$ cat src/rtl/spi_nand_pkg.sv
package spi_nand_pkg;

  localparam int unsigned BYTE_W = 8;
  typedef logic [BYTE_W-1:0] byte_t;

  typedef enum logic [7:0] {
    OP_NAND_WR      = 8'h08,
    OP_CFG_WR       = 8'h09,
    OP_NAND_RD      = 8'h0A,
    OP_NAND_RD_FAST = 8'h0B,
    OP_AUX_ON       = 8'h0C,
    OP_AUX_OFF      = 8'h0D
  } opcode_e;

  // control byte layout
  localparam int unsigned CTL_LAMP_LO = 0;
  localparam int unsigned CTL_LAMP_N  = 4;
  localparam int unsigned CTL_FAN     = 4;
  localparam int unsigned CTL_ALE     = 5;
  localparam int unsigned CTL_CLE     = 6;
  localparam int unsigned CTL_CE_N    = 7;
  localparam byte_t       CTL_RESET   = 8'h80;

  localparam int unsigned TURN_W = 3;

  typedef enum logic [2:0] {
    DEC_OPCODE, DEC_CFG, DEC_WRITE, DEC_RD_WAIT, DEC_RD_STREAM, DEC_SWALLOW, DEC_IGNORE
  } dec_state_e;

  typedef enum logic [2:0] {
    STB_IDLE, STB_WSETUP, STB_WLOW, STB_WHOLD, STB_RLOW
  } stb_state_e;

  // turnaround bytes between a read command and the first returned byte
  function automatic logic [TURN_W-1:0] turnaround_bytes(input byte_t op);
    return (op == 8'(OP_NAND_RD_FAST)) ? TURN_W'(4) : TURN_W'(1);
  endfunction

  function automatic logic is_read_op(input byte_t op);
    return (op == 8'(OP_NAND_RD)) || (op == 8'(OP_NAND_RD_FAST));
  endfunction

  function automatic int unsigned max_u(input int unsigned a, input int unsigned b);
    return (a > b) ? a : b;
  endfunction

endpackage

$ cat src/rtl/spi_nand_shifter.sv
module spi_nand_shifter #(
  parameter int unsigned DATA_W      = 8,
  parameter int unsigned SYNC_STAGES = 2
) (
  input  logic              clk,
  input  logic              rst_n,
  input  logic              spi_sck,
  input  logic              spi_cs_n,
  input  logic              spi_mosi,
  input  logic              tx_load,
  input  logic [DATA_W-1:0] tx_byte,
  output logic              spi_miso,
  output logic              rx_valid,
  output logic [DATA_W-1:0] rx_byte,
  output logic              frame_active
);
  localparam int unsigned CNT_W = $clog2(DATA_W);
  localparam logic [CNT_W-1:0] LAST_BIT = CNT_W'(DATA_W - 1);

  logic [SYNC_STAGES-1:0] sck_pipe, cs_pipe, mosi_pipe;
  logic                   sck_prev;
  logic [CNT_W-1:0]       bit_cnt;
  logic [DATA_W-1:0]      rx_sh, tx_sh;

  always_ff @(posedge clk or negedge rst_n) begin
    if (!rst_n) begin
      sck_pipe  <= '0;
      cs_pipe   <= '1;
      mosi_pipe <= '0;
      sck_prev  <= 1'b0;
    end else begin
      sck_pipe  <= {sck_pipe[SYNC_STAGES-2:0], spi_sck};
      cs_pipe   <= {cs_pipe[SYNC_STAGES-2:0], spi_cs_n};
      mosi_pipe <= {mosi_pipe[SYNC_STAGES-2:0], spi_mosi};
      sck_prev  <= sck_pipe[SYNC_STAGES-1];
    end
  end

  wire sck_s  = sck_pipe[SYNC_STAGES-1];
  wire mosi_s = mosi_pipe[SYNC_STAGES-1];
  assign frame_active = ~cs_pipe[SYNC_STAGES-1];

  wire sck_rise = frame_active & sck_s & ~sck_prev;
  wire sck_fall = frame_active & ~sck_s & sck_prev;
  wire [DATA_W-1:0] rx_next = {rx_sh[DATA_W-2:0], mosi_s};

  always_ff @(posedge clk or negedge rst_n) begin
    if (!rst_n) begin
      bit_cnt  <= '0;
      rx_sh    <= '0;
      rx_valid <= 1'b0;
      rx_byte  <= '0;
    end else begin
      rx_valid <= 1'b0;
      if (!frame_active) begin
        bit_cnt <= '0;
        rx_sh   <= '0;
      end else if (sck_rise) begin
        rx_sh <= rx_next;
        if (bit_cnt == LAST_BIT) begin
          bit_cnt  <= '0;
          rx_valid <= 1'b1;
          rx_byte  <= rx_next;
        end else begin
          bit_cnt <= bit_cnt + 1'b1;
        end
      end
    end
  end

  // output side: shift only inside a byte, so a loaded byte waits for the next one
  always_ff @(posedge clk or negedge rst_n) begin
    if (!rst_n)                       tx_sh <= '0;
    else if (!frame_active)           tx_sh <= '0;
    else if (tx_load)                 tx_sh <= tx_byte;
    else if (sck_fall && bit_cnt != '0) tx_sh <= {tx_sh[DATA_W-2:0], 1'b0};
  end

  assign spi_miso = tx_sh[DATA_W-1];
endmodule

$ cat src/rtl/spi_nand_decoder.sv
module spi_nand_decoder
  import spi_nand_pkg::*;
(
  input  logic  clk,
  input  logic  rst_n,
  input  logic  frame_active,
  input  logic  rx_valid,
  input  byte_t rx_byte,
  output byte_t ctl_q,
  output logic  led_aux,
  output logic  wr_start,
  output byte_t wr_byte,
  output logic  rd_start,
  output logic  ign_active
);
  dec_state_e          state;
  logic [TURN_W-1:0]   turn_left;
  byte_t               held;
  logic                held_v;

  always_ff @(posedge clk or negedge rst_n) begin
    if (!rst_n) begin
      state     <= DEC_OPCODE;
      turn_left <= '0;
      held      <= '0;
      held_v    <= 1'b0;
      ctl_q     <= CTL_RESET;
      led_aux   <= 1'b0;
      wr_start  <= 1'b0;
      wr_byte   <= '0;
      rd_start  <= 1'b0;
    end else begin
      wr_start <= 1'b0;
      rd_start <= 1'b0;
      if (!frame_active) begin
        state  <= DEC_OPCODE;
        held_v <= 1'b0;
      end else if (rx_valid) begin
        unique case (state)
          DEC_OPCODE: begin
            if (rx_byte == 8'(OP_CFG_WR)) state <= DEC_CFG;
            else if (rx_byte == 8'(OP_AUX_ON)) begin
              led_aux <= 1'b1;
              state   <= DEC_SWALLOW;
            end else if (rx_byte == 8'(OP_AUX_OFF)) begin
              led_aux <= 1'b0;
              state   <= DEC_SWALLOW;
            end else if (rx_byte == 8'(OP_NAND_WR)) begin
              held_v <= 1'b0;
              state  <= DEC_WRITE;
            end else if (is_read_op(rx_byte)) begin
              turn_left <= turnaround_bytes(rx_byte);
              state     <= DEC_RD_WAIT;
            end else begin
              state <= DEC_IGNORE;
            end
          end
          DEC_CFG: ctl_q <= rx_byte;
          DEC_WRITE: begin
            if (held_v) begin
              wr_start <= 1'b1;
              wr_byte  <= held;
            end
            held   <= rx_byte;
            held_v <= 1'b1;
          end
          DEC_RD_WAIT: begin
            if (turn_left == TURN_W'(1)) begin
              rd_start <= 1'b1;
              state    <= DEC_RD_STREAM;
            end else begin
              turn_left <= turn_left - 1'b1;
            end
          end
          DEC_RD_STREAM: rd_start <= 1'b1;
          DEC_SWALLOW, DEC_IGNORE: ;
          default: state <= DEC_IGNORE;
        endcase
      end
    end
  end

  assign ign_active = (state == DEC_IGNORE);
endmodule

$ cat src/rtl/spi_nand_strobe.sv
module spi_nand_strobe
  import spi_nand_pkg::*;
#(
  parameter int unsigned WE_LOW_CYCLES = 2,
  parameter int unsigned RE_LOW_CYCLES = 2
) (
  input  logic  clk,
  input  logic  rst_n,
  input  logic  wr_start,
  input  byte_t wr_data,
  input  logic  rd_start,
  input  byte_t nand_din,
  output logic  nand_we_n,
  output logic  nand_re_n,
  output byte_t nand_dout,
  output logic  nand_oe,
  output logic  rd_load,
  output byte_t rd_data
);
  localparam int unsigned CNT_W = $clog2(max_u(WE_LOW_CYCLES, RE_LOW_CYCLES) + 1);
  localparam logic [CNT_W-1:0] WE_LAST = CNT_W'(WE_LOW_CYCLES - 1);
  localparam logic [CNT_W-1:0] RE_LAST = CNT_W'(RE_LOW_CYCLES - 1);

  stb_state_e       state;
  logic [CNT_W-1:0] cnt;

  always_ff @(posedge clk or negedge rst_n) begin
    if (!rst_n) begin
      state     <= STB_IDLE;
      cnt       <= '0;
      nand_we_n <= 1'b1;
      nand_re_n <= 1'b1;
      nand_dout <= '0;
      nand_oe   <= 1'b0;
      rd_load   <= 1'b0;
      rd_data   <= '0;
    end else begin
      rd_load <= 1'b0;
      unique case (state)
        STB_IDLE: begin
          if (wr_start) begin
            nand_dout <= wr_data;
            nand_oe   <= 1'b1;
            state     <= STB_WSETUP;
          end else if (rd_start) begin
            nand_re_n <= 1'b0;
            cnt       <= '0;
            state     <= STB_RLOW;
          end
        end
        STB_WSETUP: begin
          nand_we_n <= 1'b0;
          cnt       <= '0;
          state     <= STB_WLOW;
        end
        STB_WLOW: begin
          cnt <= cnt + 1'b1;
          if (cnt == WE_LAST) begin
            nand_we_n <= 1'b1;
            state     <= STB_WHOLD;
          end
        end
        STB_WHOLD: begin
          nand_oe <= 1'b0;
          state   <= STB_IDLE;
        end
        STB_RLOW: begin
          cnt <= cnt + 1'b1;
          if (cnt == RE_LAST) begin
            nand_re_n <= 1'b1;
            rd_data   <= nand_din;
            rd_load   <= 1'b1;
            state     <= STB_IDLE;
          end
        end
        default: state <= STB_IDLE;
      endcase
    end
  end
endmodule

$ cat src/rtl/spi_nand_bridge.sv
module spi_nand_bridge
  import spi_nand_pkg::*;
#(
  parameter int unsigned SYNC_STAGES   = 2,
  parameter int unsigned WE_LOW_CYCLES = 2,
  parameter int unsigned RE_LOW_CYCLES = 2
) (
  input  logic        clk,
  input  logic        rst_n,
  input  logic        spi_sck,
  input  logic        spi_cs_n,
  input  logic        spi_mosi,
  output logic        spi_miso,
  input  logic [7:0]  nand_data_i,
  output logic [7:0]  nand_data_o,
  output logic        nand_data_oe,
  output logic        nand_we_n,
  output logic        nand_re_n,
  output logic        nand_ale,
  output logic        nand_cle,
  output logic        nand_ce_n,
  output logic [3:0]  led_o,
  output logic        fan_en,
  output logic        led_aux
);
  logic  rx_valid, frame_active, rd_load;
  byte_t rx_byte, rd_data, ctl_q, wr_byte;
  logic  wr_start, rd_start, ign_active;

  spi_nand_shifter #(.DATA_W(BYTE_W), .SYNC_STAGES(SYNC_STAGES)) u_shift (
    .clk(clk), .rst_n(rst_n), .spi_sck(spi_sck), .spi_cs_n(spi_cs_n),
    .spi_mosi(spi_mosi), .tx_load(rd_load), .tx_byte(rd_data),
    .spi_miso(spi_miso), .rx_valid(rx_valid), .rx_byte(rx_byte),
    .frame_active(frame_active)
  );

  spi_nand_decoder u_dec (
    .clk(clk), .rst_n(rst_n), .frame_active(frame_active), .rx_valid(rx_valid),
    .rx_byte(rx_byte), .ctl_q(ctl_q), .led_aux(led_aux), .wr_start(wr_start),
    .wr_byte(wr_byte), .rd_start(rd_start), .ign_active(ign_active)
  );

  spi_nand_strobe #(.WE_LOW_CYCLES(WE_LOW_CYCLES), .RE_LOW_CYCLES(RE_LOW_CYCLES)) u_stb (
    .clk(clk), .rst_n(rst_n), .wr_start(wr_start), .wr_data(wr_byte),
    .rd_start(rd_start), .nand_din(nand_data_i), .nand_we_n(nand_we_n),
    .nand_re_n(nand_re_n), .nand_dout(nand_data_o), .nand_oe(nand_data_oe),
    .rd_load(rd_load), .rd_data(rd_data)
  );

  assign led_o     = ctl_q[CTL_LAMP_LO +: CTL_LAMP_N];
  assign fan_en    = ctl_q[CTL_FAN];
  assign nand_ale  = ctl_q[CTL_ALE];
  assign nand_cle  = ctl_q[CTL_CLE];
  assign nand_ce_n = ctl_q[CTL_CE_N];
endmodule

$ cat config.mk
export PLATFORM = sky130hd
export DESIGN_NAME = spi_nand_bridge
export DESIGN_NICKNAME = d
export VERILOG_FILES = /design/src/rtl/spi_nand_pkg.sv /design/src/rtl/spi_nand_shifter.sv /design/src/rtl/spi_nand_decoder.sv /design/src/rtl/spi_nand_strobe.sv /design/src/rtl/spi_nand_bridge.sv
export SDC_FILE = /design/constraint.sdc
export NUM_CORES = 1
export LEC_CHECK = 0
export BUFFER_PORTS_ARGS = -buffer_cell sky130_fd_sc_hd__buf_2
export CAP_MARGIN = 5
export CORE_MARGIN = 3
export CORE_UTILIZATION = 40
export CTS_BUF_LIST = sky130_fd_sc_hd__clkbuf_4 sky130_fd_sc_hd__clkbuf_8
export CTS_CLUSTER_SIZE = 10
export DETAILED_ROUTE_END_ITERATION = 6
export GPL_ROUTABILITY_DRIVEN = 1
export PLACE_DENSITY = 0.58
export SETUP_SLACK_MARGIN = 0.2
export SKIP_LAST_GASP = 1
export SYNTH_ARGS = -nofsm -noshare
export SYNTH_HDL_FRONTEND = slang
export SYNTH_SLANG_ARGS = --single-unit
$ cat constraint.sdc
create_clock -name clk -period 4.35 [get_ports clk]
set_input_delay 0.87 -clock clk [delete_from_list [all_inputs] [get_ports clk]]
set_output_delay 0.87 -clock clk [all_outputs]
set_load 0.01 [all_outputs]
==> reports/results.ini <==
[placed_design]
dpl.hpwl_mm=4.73
dp_slack_ns=2.21
port_buffers=33
placed_area_um2=4220
place.gp.congestion=0.762

[setup_path]
endpoint_kind=flip-flop
reg2reg_depth=3
crit_cells=3
worstPathCellList=or3b_1 > or3b_1 > mux2_4
crit_required_ns=4.59
timing.critical_path.fanout_max=23
r2r_slack_ns=2.20
critPathMaxStageDelay_ns=0.63
arrival_ns=2.39
criticalPathCategory=reg -> reg
cp_slowest_cell=or3b_1
rr_startpoint=u_shift.cs_pipe[1]$_DFF_PN1_
reg2reg_to=u_dec.ctl_q[4]$_DFFE_PN0P_
cp-start-kind=flip-flop
crit_top_cell=or3b_1
cp_num_buf_inv=0
path_delay_family=simple AND/OR/NAND/NOR gates

[layout]
final_area_um2=4440
multi_input_area_um2=1500
drive_above_1_share_pct=33.0
register_area_um2=2330
area_delta_synth_final_pct=12.4
layout.nets=365
n_antenna_cell=0
fill_cells=871

[clock_tree]
cts.sinks=93
clock-root-buffer=clkbuf_8
tritoncts=yes
cts_hold_buf=0
worstSkewPairLatency_ns=0.36
cts_setup_buffers=0
ctsResizeCount=0
clock_path_buffers=2
htreeDepth=3
clk_pin_slew_ns=0.09
cts_inserted_buffers=9

[floorplan]
core_um2=9420
ios=34
core.rowCount=35
die_area_um2=11100
die_y_um=105
start_util_pct=42.0
fp.dieW_um=105

[timing]
maxSlewHeadroom_pct=43.2
drv_slew=0
worst_slew_pin_slew_ns=0.852
fmax_ghz=0.466
skew_ns=0.0128
period_share_pct=49.3
fin_tns_setup_ns=0
worst_slack_ns=2.20
hold_violations=0
post-route-min-period_ns=2.15
rsz0062_at_grt=false
setup_viol=0

[logic_synthesis]
synth-main-ff-cell=dfrtp_1
ys_seq_elements=93
synth.distinct_cells=42
syn_nets=336
synthTopCellsByArea=dfrtp_1, mux2_2, dfstp_2, mux2_4, nand2_1
yosys.area_share.simple_pct=9.85
ys_seq_area_share_pct=59.1
syn_area_um2=3950
yosysWarningCount=0
synthesis.instances=317
avgSynthCellArea_um2=12.5
yosys.area.top_type_share_pct=55.7
synth-xor-area-share_pct=0.222
async_reset_ff_share_pct=100
synth_edf_count=0
synth_compound_area_share_pct=7.00
synth-adder-area-share_pct=1.90
synth_top_family_by_area=multiplexers
muxShareOfSynthArea_pct=19.0
yosys.area.top_type=dfrtp_1

[global_route]
grt_first_pass_wirelength_mm=12.0
grt_overflow=0
grt_pass1_vias=2386
antenna_found_initial=0
grtUsageTotal_pct=13.4
grt_start_max_net_pins=69

[pwr]
irDropWorstVdd_mv=0.164
p_leak_nw=2.16
p_per_area_nw_per_um2=349

[route]
via_per_inst=5.03
wl_mm=6.92
drt_iter0_drc=126
post_drt_wl_per_cell_um=14.4
vias=2416
antenna_left=0
drt_pre_antenna_iters=4
drc=0

[run]
maxCapViolations=0

[status]
status=finished, final reports clean

[worst_hold_path]
worst_hold_path.num_cells=0
holdPathEnd=u_shift.mosi_pipe[1]$_DFF_PN0_
min_path_type=reg -> reg
hold_path_startpoint=u_shift.mosi_pipe[0]$_DFF_PN0_

[cells in the mapped netlist, types with 2 or more instances]
cell	number
dfrtp_1	88
mux2_2	49
nand2_1	30
nor2_1	17
a21oi_1	16
clkbuf_1	12
inv_1	12
o21ai_0	12
mux2_4	8
mux2i_1	8
ha_1	6
dfstp_2	5
nand2b_1	5
nand3_1	5
nor3_1	5
nor2b_1	4
a31oi_1	3
o22a_1	3
and3_1	2
buf_2	2
nor3b_1	2
nor4b_1	2
or3b_1	2
[stage by stage]
stage	hold WS (ns)	power, mW	cells	util [%]
after floorplan	0.331	0.901	317	-
after global placement	0.334	0.927	464	44.8
after detailed placement	0.346	0.928	464	44.8
after CTS	0.363	1.58	480	47.2
after global routing	0.368	1.62	480	47.2
final	0.360	1.55	480	47.2
[power by group]
| part | total [mW] | switching, mW | internal (mW) |
|---|---|---|---|
| Combinational | 0.0335 | 0.0249 | 0.00863 |
| Clock | 0.642 | 0.308 | 0.334 |
| Sequential | 0.876 | 0.00611 | 0.870 |
| Total | 1.55 | 0.339 | 1.21 |
[sequential cells by signal, summed over array words and instances (netlist names), 3 cells and up]
name	cells
u_dec.wr_byte	8
u_dec.state	3
u_dec.held	8
u_shift.rx_byte	8
u_dec.ctl_q	8
u_shift.rx_sh	7
u_stb.nand_dout	8
u_stb.state	3
u_dec.turn_left	3
u_shift.bit_cnt	3
u_stb.rd_data	8
u_shift.tx_sh	8
[kinds of logic after synthesis]
group,after synthesis
DFF,93
xor gates and xnor gates,1
buffers and inverters,28
muxes,65
adders and majority gates,6
and+or+nand+nor,79
AOI/OAI and AO/OA,45
[worst max-delay path by stage]
| stage | start | endpoint |
|---|---|---|
| 2_1_floorplan | u_dec.state[2]$_DFFE_PN0P_ | u_dec.ctl_q[0]$_DFFE_PN0P_ |
| 3_3_place_gp | u_shift.cs_pipe[1]$_DFF_PN1_ | u_dec.ctl_q[0]$_DFFE_PN0P_ |
| 3_5_place_dp | u_shift.cs_pipe[1]$_DFF_PN1_ | u_dec.ctl_q[6]$_DFFE_PN0P_ |
| 4_1_cts | u_shift.cs_pipe[1]$_DFF_PN1_ | u_dec.ctl_q[4]$_DFFE_PN0P_ |
| 5_1_grt | u_shift.cs_pipe[1]$_DFF_PN1_ | u_dec.held[1]$_DFFE_PN0P_ |
| 6_report | u_shift.cs_pipe[1]$_DFF_PN1_ | u_dec.ctl_q[4]$_DFFE_PN0P_ |
[final cells by class]
type,instances,area share [%]
clock inverter,6,2.09
sequential,93,52.6
clock buffer,10,2.96
tap,129,3.63
multi-input combinational,196,33.8
inverter,12,1.01
timing repair buffer,34,3.94
[metal layers]
layer | vias to the layer above | global-route usage, % | routed length [um]
met5 | - | 0 | 0
met4 | 0 | 6.47 | 139
met3 | 11 | 2.39 | 178
met2 | 35 | 19.9 | 3210
met1 | 1208 | 19.0 | 3390
li1 | 1162 | - | -
[cells in the final DEF, fill, tap and decap left out, types with 4 or more instances in the layout]
| master | n |
|---|---|
| nor2_1 | 17 |
| mux2_2 | 49 |
| mux2_4 | 8 |
| a21oi_1 | 16 |
| nor2b_1 | 4 |
| nand3_1 | 5 |
| nand2_1 | 30 |
| ha_1 | 6 |
| nor3_1 | 5 |
| inv_1 | 12 |
| clkbuf_8 | 9 |
| nand2b_1 | 5 |
| buf_2 | 32 |
| o21ai_0 | 12 |
| dfrtp_1 | 88 |
| dfstp_2 | 5 |
| mux2i_1 | 8 |
Note: power is estimated with default switching activity, not from simulation.
